**src/rtl/ledchain_pkg.sv**
```systemverilog
package ledchain_pkg;

  localparam int unsigned COLOR_W = 24;

  typedef enum logic [1:0] {
    ST_IDLE = 2'd0,
    ST_RST  = 2'd1,
    ST_HI   = 2'd2,
    ST_LO   = 2'd3
  } drv_st_e;

endpackage

```
**src/rtl/ledchain_timer.sv**
```systemverilog
module ledchain_timer #(
  parameter int unsigned CNT_W = 8
) (
  input  logic             clk_i,
  input  logic             rst_ni,
  input  logic             load_i,
  input  logic [CNT_W-1:0] load_val_i,
  output logic             zero_o
);

  logic [CNT_W-1:0] cnt_q, cnt_d;
  logic             cnt_en;

  always_comb begin
    cnt_en = load_i || (cnt_q != '0);
    cnt_d  = cnt_q;
    if (load_i) begin
      cnt_d = load_val_i;
    end else if (cnt_q != '0) begin
      cnt_d = cnt_q - 1'b1;
    end
  end

  always_ff @(posedge clk_i or negedge rst_ni) begin
    if (!rst_ni) begin
      cnt_q <= '0;
    end else if (cnt_en) begin
      cnt_q <= cnt_d;
    end
  end

  assign zero_o = (cnt_q == '0);

  AST_TMR_DOWN: assert property (@(posedge clk_i) disable iff (!rst_ni)
    (!load_i && cnt_q != '0) |=> (cnt_q == $past(cnt_q) - 1'b1));

endmodule

```
**src/rtl/ledchain_word.sv**
```systemverilog
module ledchain_word #(
  parameter int unsigned WORD_W = 24
) (
  input  logic              clk_i,
  input  logic              rst_ni,
  input  logic              load_i,
  input  logic              shift_i,
  input  logic [WORD_W-1:0] data_i,
  output logic              msb_o,
  output logic              next_msb_o,
  output logic              last_o
);

  localparam int unsigned BC_W = $clog2(WORD_W);

  logic [WORD_W-1:0] sh_q, sh_d;
  logic [BC_W-1:0]   bc_q, bc_d;
  logic              en;

  always_comb begin
    en   = load_i || shift_i;
    sh_d = sh_q;
    bc_d = bc_q;
    if (load_i) begin
      sh_d = data_i;
      bc_d = BC_W'(WORD_W - 1);
    end else if (shift_i) begin
      sh_d = {sh_q[WORD_W-2:0], 1'b0};
      bc_d = bc_q - 1'b1;
    end
  end

  always_ff @(posedge clk_i or negedge rst_ni) begin
    if (!rst_ni) begin
      sh_q <= '0;
      bc_q <= '0;
    end else if (en) begin
      sh_q <= sh_d;
      bc_q <= bc_d;
    end
  end

  assign msb_o      = sh_q[WORD_W-1];
  assign next_msb_o = sh_q[WORD_W-2];
  assign last_o     = (bc_q == '0);

  AST_LOAD_SHIFT_EXCL: assert property (@(posedge clk_i) disable iff (!rst_ni)
    !(load_i && shift_i));
  AST_NO_SHIFT_PAST_END: assert property (@(posedge clk_i) disable iff (!rst_ni)
    shift_i |-> (bc_q != '0));

endmodule

```
**src/rtl/ledchain_index.sv**
```systemverilog
module ledchain_index #(
  parameter int unsigned NUM_LEDS = 8,
  parameter int unsigned ADDR_W   = 3
) (
  input  logic              clk_i,
  input  logic              rst_ni,
  input  logic              clr_i,
  input  logic              adv_i,
  output logic [ADDR_W-1:0] addr_o,
  output logic              last_o
);

  localparam logic [ADDR_W-1:0] LAST_IDX = ADDR_W'(NUM_LEDS - 1);

  logic [ADDR_W-1:0] fetch_q, fetch_d;
  logic [ADDR_W-1:0] cur_q, cur_d;
  logic              en;

  always_comb begin
    en      = clr_i || adv_i;
    fetch_d = fetch_q;
    cur_d   = cur_q;
    if (clr_i) begin
      fetch_d = '0;
      cur_d   = '0;
    end else if (adv_i) begin
      cur_d   = fetch_q;
      fetch_d = (fetch_q == LAST_IDX) ? fetch_q : fetch_q + 1'b1;
    end
  end

  always_ff @(posedge clk_i or negedge rst_ni) begin
    if (!rst_ni) begin
      fetch_q <= '0;
      cur_q   <= '0;
    end else if (en) begin
      fetch_q <= fetch_d;
      cur_q   <= cur_d;
    end
  end

  assign addr_o = fetch_q;
  assign last_o = (cur_q == LAST_IDX);

  AST_ADDR_HELD: assert property (@(posedge clk_i) disable iff (!rst_ni)
    adv_i |-> (fetch_q == $past(fetch_q)));
  AST_ADDR_RANGE: assert property (@(posedge clk_i) disable iff (!rst_ni)
    fetch_q <= LAST_IDX);

endmodule

```
**src/rtl/ledchain_drv.sv**
```systemverilog
module ledchain_drv
  import ledchain_pkg::*;
#(
  parameter int unsigned NUM_LEDS = 8,
  parameter int unsigned T0H_CYC  = 100,
  parameter int unsigned T0L_CYC  = 212,
  parameter int unsigned T1H_CYC  = 200,
  parameter int unsigned T1L_CYC  = 112,
  parameter int unsigned RST_CYC  = 12500,
  localparam int unsigned ADDR_W  = (NUM_LEDS > 1) ? $clog2(NUM_LEDS) : 1
) (
  input  logic               clk_i,
  input  logic               rst_ni,
  input  logic               start_i,
  input  logic [COLOR_W-1:0] color_i,
  output logic               busy_o,
  output logic [ADDR_W-1:0]  addr_o,
  output logic               dout_o
);

  localparam int unsigned MAX_A = (T0H_CYC > T0L_CYC) ? T0H_CYC : T0L_CYC;
  localparam int unsigned MAX_B = (T1H_CYC > T1L_CYC) ? T1H_CYC : T1L_CYC;
  localparam int unsigned MAX_C = (MAX_A > MAX_B) ? MAX_A : MAX_B;
  localparam int unsigned MAX_D = (MAX_C > RST_CYC) ? MAX_C : RST_CYC;
  localparam int unsigned CNT_W = $clog2(MAX_D) + 1;

  localparam logic [CNT_W-1:0] LD_RST = CNT_W'(RST_CYC - 1);
  localparam logic [CNT_W-1:0] LD_0H  = CNT_W'(T0H_CYC - 1);
  localparam logic [CNT_W-1:0] LD_0L  = CNT_W'(T0L_CYC - 1);
  localparam logic [CNT_W-1:0] LD_1H  = CNT_W'(T1H_CYC - 1);
  localparam logic [CNT_W-1:0] LD_1L  = CNT_W'(T1L_CYC - 1);

  drv_st_e          st_q, st_d;
  logic             tmr_load;
  logic [CNT_W-1:0] tmr_val;
  logic             tmr_zero;
  logic             w_load, w_shift;
  logic             w_msb, w_next_msb, w_last;
  logic             idx_clr, idx_adv, idx_last;

  always_comb begin
    st_d     = st_q;
    tmr_load = 1'b0;
    tmr_val  = '0;
    w_load   = 1'b0;
    w_shift  = 1'b0;
    idx_clr  = 1'b0;
    idx_adv  = 1'b0;
    unique case (st_q)
      ST_IDLE: begin
        if (start_i) begin
          st_d     = ST_RST;
          tmr_load = 1'b1;
          tmr_val  = LD_RST;
          idx_clr  = 1'b1;
        end
      end
      ST_RST: begin
        if (tmr_zero) begin
          st_d     = ST_HI;
          w_load   = 1'b1;
          idx_adv  = 1'b1;
          tmr_load = 1'b1;
          tmr_val  = color_i[COLOR_W-1] ? LD_1H : LD_0H;
        end
      end
      ST_HI: begin
        if (tmr_zero) begin
          st_d     = ST_LO;
          tmr_load = 1'b1;
          tmr_val  = w_msb ? LD_1L : LD_0L;
        end
      end
      ST_LO: begin
        if (tmr_zero) begin
          if (w_last) begin
            if (idx_last) begin
              st_d = ST_IDLE;
            end else begin
              st_d     = ST_HI;
              w_load   = 1'b1;
              idx_adv  = 1'b1;
              tmr_load = 1'b1;
              tmr_val  = color_i[COLOR_W-1] ? LD_1H : LD_0H;
            end
          end else begin
            st_d     = ST_HI;
            w_shift  = 1'b1;
            tmr_load = 1'b1;
            tmr_val  = w_next_msb ? LD_1H : LD_0H;
          end
        end
      end
      default: st_d = ST_IDLE;
    endcase
  end

  always_ff @(posedge clk_i or negedge rst_ni) begin
    if (!rst_ni) begin
      st_q <= ST_IDLE;
    end else begin
      st_q <= st_d;
    end
  end

  ledchain_timer #(
    .CNT_W(CNT_W)
  ) u_timer (
    .clk_i     (clk_i),
    .rst_ni    (rst_ni),
    .load_i    (tmr_load),
    .load_val_i(tmr_val),
    .zero_o    (tmr_zero)
  );

  ledchain_word #(
    .WORD_W(COLOR_W)
  ) u_word (
    .clk_i     (clk_i),
    .rst_ni    (rst_ni),
    .load_i    (w_load),
    .shift_i   (w_shift),
    .data_i    (color_i),
    .msb_o     (w_msb),
    .next_msb_o(w_next_msb),
    .last_o    (w_last)
  );

  ledchain_index #(
    .NUM_LEDS(NUM_LEDS),
    .ADDR_W  (ADDR_W)
  ) u_index (
    .clk_i (clk_i),
    .rst_ni(rst_ni),
    .clr_i (idx_clr),
    .adv_i (idx_adv),
    .addr_o(addr_o),
    .last_o(idx_last)
  );

  assign busy_o = (st_q != ST_IDLE);
  assign dout_o = (st_q == ST_HI);

  AST_IDLE_LOW: assert property (@(posedge clk_i) disable iff (!rst_ni)
    !busy_o |-> !dout_o);
  AST_START_BUSY: assert property (@(posedge clk_i) disable iff (!rst_ni)
    (start_i && !busy_o) |=> busy_o);
  AST_RST_QUIET: assert property (@(posedge clk_i) disable iff (!rst_ni)
    (st_q == ST_RST) |-> (!dout_o && busy_o));
  AST_BUSY_HOLD: assert property (@(posedge clk_i) disable iff (!rst_ni)
    (busy_o && !(st_q == ST_LO && tmr_zero && w_last && idx_last)) |=> busy_o);

endmodule

```
**config.mk**
```make
export PLATFORM = sky130hd
export DESIGN_NAME = ledchain_drv
export DESIGN_NICKNAME = d
export VERILOG_FILES = /design/src/rtl/ledchain_pkg.sv /design/src/rtl/ledchain_timer.sv /design/src/rtl/ledchain_word.sv /design/src/rtl/ledchain_index.sv /design/src/rtl/ledchain_drv.sv
export SDC_FILE = /design/constraint.sdc
export NUM_CORES = 1
export LEC_CHECK = 0
export ABC_AREA = 1
export CELL_PAD_IN_SITES_DETAIL_PLACEMENT = 1
export CELL_PAD_IN_SITES_GLOBAL_PLACEMENT = 2
export CORE_MARGIN = 1.5
export CORE_UTILIZATION = 32
export CTS_CLUSTER_DIAMETER = 120
export DETAILED_ROUTE_END_ITERATION = 10
export PLACE_DENSITY = 0.73
export SYNTH_ARGS = -nofsm -noshare
export SYNTH_HDL_FRONTEND = slang
export SYNTH_SLANG_ARGS = --single-unit
```
**constraint.sdc**
```tcl
create_clock -name clk_i -period 1.7 [get_ports clk_i]
set_input_delay 0.34 -clock clk_i [delete_from_list [all_inputs] [get_ports clk_i]]
set_output_delay 0.34 -clock clk_i [all_outputs]
set_load 0.02 [all_outputs]
```
==> results of run 1 <==
[worst max-delay path: stages, from the launching register on]
cell	delay, ns
dfrtp_1	0.41
inv_1	0.10
ha_2	0.19
inv_2	0.05
nor2_4	0.12
nand2_2	0.08
nor2_2	0.14
buf_6	0.15
nand2_4	0.09
nand2_8	0.12
bufbuf_16	0.28
o211ai_2	0.08
nand2_2	0.06
[through the flow]
step                cells  utilization  setup slack (ns)  hold slack [ns]  total power, mW
floorplan             421            -           -0.0831           0.0444             2.75
global placement      652        0.416            -0.138            0.307             3.69
detailed placement    652        0.416            -0.199            0.310             3.74
CTS                   674        0.463            -0.186            0.494             4.82
global route          691        0.499            -0.312            0.527             5.33
finish                691        0.499            -0.222            0.489             5.00
[sequential cells by signal, summed over array words and instances (netlist names)]
| name | count |
|---|---|
| u_word.sh_q | 24 |
| u_timer.cnt_q | 15 |
| u_word.bc_q | 5 |
| u_index.addr_o | 3 |
| u_index.cur_q | 3 |
| st_q | 2 |
[worst max path at each step]
stage / end / slack [ns] / depth (start not counted) / startpoint
global route: u_word.bc_q[4]$_DFFE_PN0P_ / -0.31 / 12 / u_timer.cnt_q[0]$_DFFE_PN0P_
floorplan: u_word.sh_q[11]$_DFFE_PN0P_ / -0.08 / 14 / u_timer.cnt_q[0]$_DFFE_PN0P_
finish: u_word.sh_q[2]$_DFFE_PN0P_ / -0.22 / 12 / u_word.bc_q[1]$_DFFE_PN0P_
detailed placement: u_word.sh_q[1]$_DFFE_PN0P_ / -0.20 / 14 / u_timer.cnt_q[1]$_DFFE_PN0P_
CTS: u_word.sh_q[2]$_DFFE_PN0P_ / -0.19 / 13 / u_timer.cnt_q[0]$_DFFE_PN0P_
global placement: u_timer.cnt_q[4]$_DFFE_PN0P_ / -0.14 / 13 / u_timer.cnt_q[1]$_DFFE_PN0P_
[logic make-up (layout without fill, tap and decap cells)]
kind of cell,after synthesis,after routing,share of synthesized area
simple gates,228,229,0.340
buf+inv,68,197,0.109
flops,52,52,0.363
compound gates,51,51,0.122
fa+ha+maj,11,11,0.0384
xor+xnor,11,11,0.0269
[per-layer routing]
metal	routed length, µm	share of wire	vias up
li1	-	-	1592
met1	4800	0.44	1614
met2	5730	0.52	44
met3	233	0.021	16
met4	213	0.019	0
met5	0	0	-
[cells in the mapped netlist, types with 2 or more instances]
| cell | count |
|---|---|
| a21oi_1 | 10 |
| buf_12 | 6 |
| buf_6 | 2 |
| dfrtp_1 | 52 |
| ha_1 | 11 |
| inv_1 | 56 |
| inv_6 | 2 |
| nand2_1 | 88 |
| nand2_2 | 49 |
| nand2_4 | 3 |
| nand2_8 | 3 |
| nand3_1 | 17 |
| nand3_2 | 2 |
| nand3b_1 | 2 |
| nand4_1 | 5 |
| nor2_1 | 37 |
| nor2_2 | 8 |
| nor2_4 | 4 |
| nor2_8 | 3 |
| nor3_1 | 6 |
| o211ai_2 | 22 |
| o21ai_0 | 11 |
| o21ai_1 | 2 |
| xnor2_1 | 5 |
| xor2_1 | 6 |
[report_power, final]
part / switching, mW / total, mW / internal (mW)
clock network: 0.455 / 0.782 / 0.327
logic: 1.48 / 2.68 / 1.19
registers: 0.138 / 1.54 / 1.40
[timing repair]
action	4_1_cts	5_1_grt
pin swaps	20	26
hold buffers	1	0
endpoints found under the hold margin	15	0
gates resized for setup	83	53
cloned	3	3
setup buffers	11	15
setup endpoints to repair	56	54
[area by class of cell]
type / count / share of cell area
clock inverter: 2 / 0.00184
multi-input combinational: 302 / 0.425
inverter: 59 / 0.0470
sequential: 52 / 0.240
tap: 140 / 0.0323
timing repair buffer: 130 / 0.239
clock buffer: 6 / 0.0152
==> run metrics, run 1 <==
outcome=finished with violations; failing checks=setup timing; antenna violations before repair=0; Peak VDD IR=525 µV; clk root buf=clkbuf_8; post-synth top area share=0.363; CTS Buf Count=5; f_max=520 MHz; largest net degree at the start of global routing=38; commonest non-fill, non-tap cell in the layout=nand2_1; CP required=1.97 ns; crit share post-route=1.13; r2r endpoint=u_word.sh_q[2]$_DFFE_PN0P_; die area=11,800 µm²; CTS Sinks=52; area of the core=10,900 µm²; syn nets=459; die extent in x=109 µm; YS warnings=0; Worst R2R Setup Slack=-0.22 ns; Final Wtd Congestion=0.763; Post-synth EDFFs=0; Yosys reg bits=52; Distinct cells, synth=34; total negative slack=-8.37 ns; reg2reg start=u_word.bc_q[1]$_DFFE_PN0P_; top cell type by total area after synthesis=dfrtp_1; Worst-path clk slew=0.10 ns; clk_skew=0.00990 ns; minimum clock period=1.92 ns; Worst Tran Pin Value=0.458 ns; met1 GRT Util=0.231; final WL=11,000 µm; top cells by area, synth=dfrtp_1 (36%), nand2_1 (9.2%), nand2_2 (8.6%); register area=1300 µm²; MaxCap Viol Count=0; Final HPWL DP=7220 µm; initial DRC count=74; Worst R2R Path Depth=12; average wire per standard cell=15.9 µm; antenna cells=0; CTS tree=built; Netlist Area Pre-Place=3580 µm²; CP endpoint kind=flop; Multi-input gate area=2310 µm²; Main synth FF type=dfrtp_1; DRC=0; most frequent cells in the layout=nand2_1 (77), buf_4 (71), nand2_2 (54), dfrtp_1 (52), inv_1 (47); Placed Area=4520 µm²; CP Data Arrival Time=2.19 ns; largest fanout on the critical path=6; Setup Viol. Count Final=52; CP Launch Type=flop; GR Util met3=0.0251; Row Count=38; vias in the first global route=3,445; Port Buf Inserts=31; Top Usage Layer GRT=met2; post-synthesis sequential area ratio=0.363; final hold violation count=0; gr ovfl total=0; Post-DRT Antenna Nets=0; share of layout cells above drive strength 1=0.497; First-pass DRT Iterations=4; RSZ-0062 raised after global routing=true; gr usage total=0.182; clk buf depth=2; Lkg Pwr=2.53 nW; Mapped Cells=421; met2 Use GR=0.325; WS Path Type=flop to flop; Hold Path Class=primary input to asynchronous set/reset pin; Nets=588; ys async rst share=1.00; fin. max-slew vios=0; CTS H-Tree Depth=2; Initial Utilization=0.329; drt via density=4.73; Area Overhead vs Synth=51.6%; Worst Slack Setup Final=-0.222 ns; average size of a mapped cell=8.51 µm²; Worst-Skew Late Latency=0.32 ns; vias post-DR=3,266; first-pass GRT wire length=16,700 µm; Slew headroom=0.694; die height=109 µm; Final Cell Area=5430 µm²; IO Count=32; PD cells=921 nW/µm²; # fillers=1,250
No activity file was read; power rests on OpenSTA's default activity.
==> run 2, diff against run 1 <==
--- a/config.mk
+++ b/config.mk
@@ -12,7 +12,8 @@
 export CORE_UTILIZATION = 32
 export CTS_CLUSTER_DIAMETER = 120
 export DETAILED_ROUTE_END_ITERATION = 10
-export PLACE_DENSITY = 0.73
+export PLACE_DENSITY_LB_ADDON = 0.1
+export RECOVER_POWER = 50
 export SYNTH_ARGS = -nofsm -noshare
 export SYNTH_HDL_FRONTEND = slang
 export SYNTH_SLANG_ARGS = --single-unit
==> run 2 against run 1 <==
Against the previous run: non-clock buffer count decreased by 1; worst hold slack got worse by 0.058 ns; flip-flop and latch count unchanged; critical path depth increased by 2; clock power increased by 1%; via count decreased by 2.4%; critical endpoint is now u_word.sh_q[18]$_DFFE_PN0P_; combinational power increased by 1%; clock skew increased by 0.00053 ns; wire length decreased by 7.3%; global-route usage increased by 0.40 points; fmax increased by 1.8%; critical path type unchanged; the run still ends with setup timing left; core utilization decreased by 0.51 points.
==> run metrics, run 2 (synthesized netlist as in run 1, its figures left out) <==
Initial Utilization=0.329; most frequent cells in the layout=nand2_1 (76), buf_4 (70), nand2_2 (53), dfrtp_1 (51), inv_1 (42); Switching Fraction=0.411; # fillers=1,258; crit share post-route=1.11; Worst-path clk slew=0.11 ns; Post-CTS Hold Fix Bufs=0; gr ovfl total=0; Peak VDD IR=468 µV; Biggest register=u_word.sh_q; antenna cells=0; Worst Slack Setup Final=-0.188 ns; Row Count=38; die height=109 µm; average wire per standard cell=14.8 µm; vias in the first global route=3,413; final hold violation count=0; Port Buf Inserts=31; CP endpoint kind=flop; CP bufs+invs=4; drt via density=4.62; Nets=587; first-pass GRT wire length=17,100 µm; CTS H-Tree Depth=2; minimum clock period=1.89 ns; die area=11,800 µm²; CP required=1.91 ns; commonest non-fill, non-tap cell in the layout=nand2_1; Post-DRT Antenna Nets=0; IO Count=32; area of the core=10,900 µm²; PD cells=939 nW/µm²; final WL=10,200 µm; initial DRC count=111; Hold Path Class=primary input to asynchronous set/reset pin; MaxCap Viol Count=0; Lkg Pwr=2.50 nW; Tot Pwr=5.05 mW; Worst-Skew Late Latency=0.32 ns; share of layout cells above drive strength 1=0.513; sequential share of power=0.304; clk_skew=0.0104 ns; register area=1300 µm²; WS Path Type=flop to flop; crit path cell chain=inv_2 -> ha_4 -> inv_4 -> nor2_4 -> nand2_4 -> nor2_8 -> nand2_8 -> nor2_4 -> inv_6 -> nand2_8 -> buf_12 -> nand2_2 -> o211ai_2 -> nand2_2; failing checks=setup timing; Multi-input gate area=2300 µm²; Crit path max-delay family=simple AND/OR/NAND/NOR gates; slowest stage delay, CP=0.40 ns; logic gate share of total power=0.539; Area Overhead vs Synth=50.0%; DRC=0; antenna violations before repair=0; Placed Area=4560 µm²; Pint=2.97 mW; Setup Viol. Count Final=50; Final HPWL DP=7040 µm; part of the power in the clock network=0.157; gr usage total=0.186; clk buf depth=2; vias post-DR=3,188; outcome=finished with violations; Worst Tran Pin Value=1.44 ns; die extent in x=109 µm; clk root buf=clkbuf_8; max FFs per register=24; f_max=530 MHz; largest net degree at the start of global routing=53; Sw Pwr=2.07 mW; Critical-path top delay cell=dfrtp_1; First-pass DRT Iterations=4; CP Launch Type=flop; biggest regs=u_word.sh_q: 24 flops, u_timer.cnt_q: 15 flops, u_word.bc_q: 5 flops; CTS tree=built; CTS Buf Count=5; fin. max-slew vios=0; RSZ-0062 raised after global routing=true; Final Wtd Congestion=0.789; CP Data Arrival Time=2.10 ns; largest fanout on the critical path=16; CTS Sinks=52; Slew headroom=0.0409; Final Cell Area=5370 µm²
==> run 2: changes by cell type in the layout (fill, tap and decap cells not counted), moves of 4 or more <==
cell / change
nand3_2: +5
nand2_4: +4
nand3_1: -5
inv_2: +5
inv_1: -5
==> run 2: layer usage <==
metal,track usage,part of all wire,up-vias,routed length (µm)
met5,0,0,-,0
met4,0.0367,0.010,0,105
met3,0.0275,0.021,7,213
met2,0.310,0.49,30,5000
met1,0.256,0.48,1563,4860
li1,-,-,1588,-
==> run 2: per-stage QoR <==
stage / hold slack, ns / cells / setup WS [ns] / TNS [ns] / util
2_1_floorplan: 0.0444 / 421 / -0.0831 / -1.60 / -
3_3_place_gp: 0.366 / 658 / -0.123 / -3.99 / 0.419
3_5_place_dp: 0.373 / 658 / -0.181 / -6.54 / 0.419
4_1_cts: 0.0195 / 682 / -0.180 / -6.21 / 0.474
5_1_grt: 0.521 / 690 / -0.290 / -11.66 / 0.493
6_report: 0.431 / 690 / -0.188 / -5.95 / 0.493
==> run 2: worst paths after layout <==
check	start	slack, ns	cells after the start	end
worst min register to register	u_index.cur_q[2]$_DFFE_PN0P_	0.49	2	u_index.cur_q[2]$_DFFE_PN0P_
worst max register to register	u_timer.cnt_q[0]$_DFFE_PN0P_	-0.19	14	u_word.sh_q[18]$_DFFE_PN0P_
worst min-delay path	rst_ni	0.43	2	u_index.addr_o[1]$_DFFE_PN0P_
min in group clk_i	u_index.cur_q[2]$_DFFE_PN0P_	0.49	2	u_index.cur_q[2]$_DFFE_PN0P_
max in group asynchronous	rst_ni	0.33	2	st_q[0]$_DFFE_PN0P_
worst max-delay path	u_timer.cnt_q[0]$_DFFE_PN0P_	-0.19	14	u_word.sh_q[18]$_DFFE_PN0P_
==> run 2: cell type report <==
cell class / instances / area share
Clock inverter: 2 / 0.00186
Sequential cell: 52 / 0.242
Tap cell: 140 / 0.0326
Multi-Input combinational cell: 302 / 0.428
Clock buffer: 6 / 0.0154
Inverter: 59 / 0.0470
Timing Repair Buffer: 129 / 0.233
==> run 2: timing repair <==
item	in CTS	in global routing
resized for setup	102	47
buffers inserted	15	9
endpoints found under the hold margin	0	0
endpoints found under the setup margin	57	54
cloned	3	1
pin swaps	29	15
==> run 2: power by group through the flow <==
stage / clock, mW / combinational (mW) / sequential [mW]
after detailed placement: 0 / 2.19 / 1.55
after global placement: 0 / 2.17 / 1.54
after floorplan: 0 / 1.19 / 1.56
after CTS: 0.810 / 2.52 / 1.53
after global routing: 0.879 / 3.02 / 1.55
final: 0.791 / 2.72 / 1.53
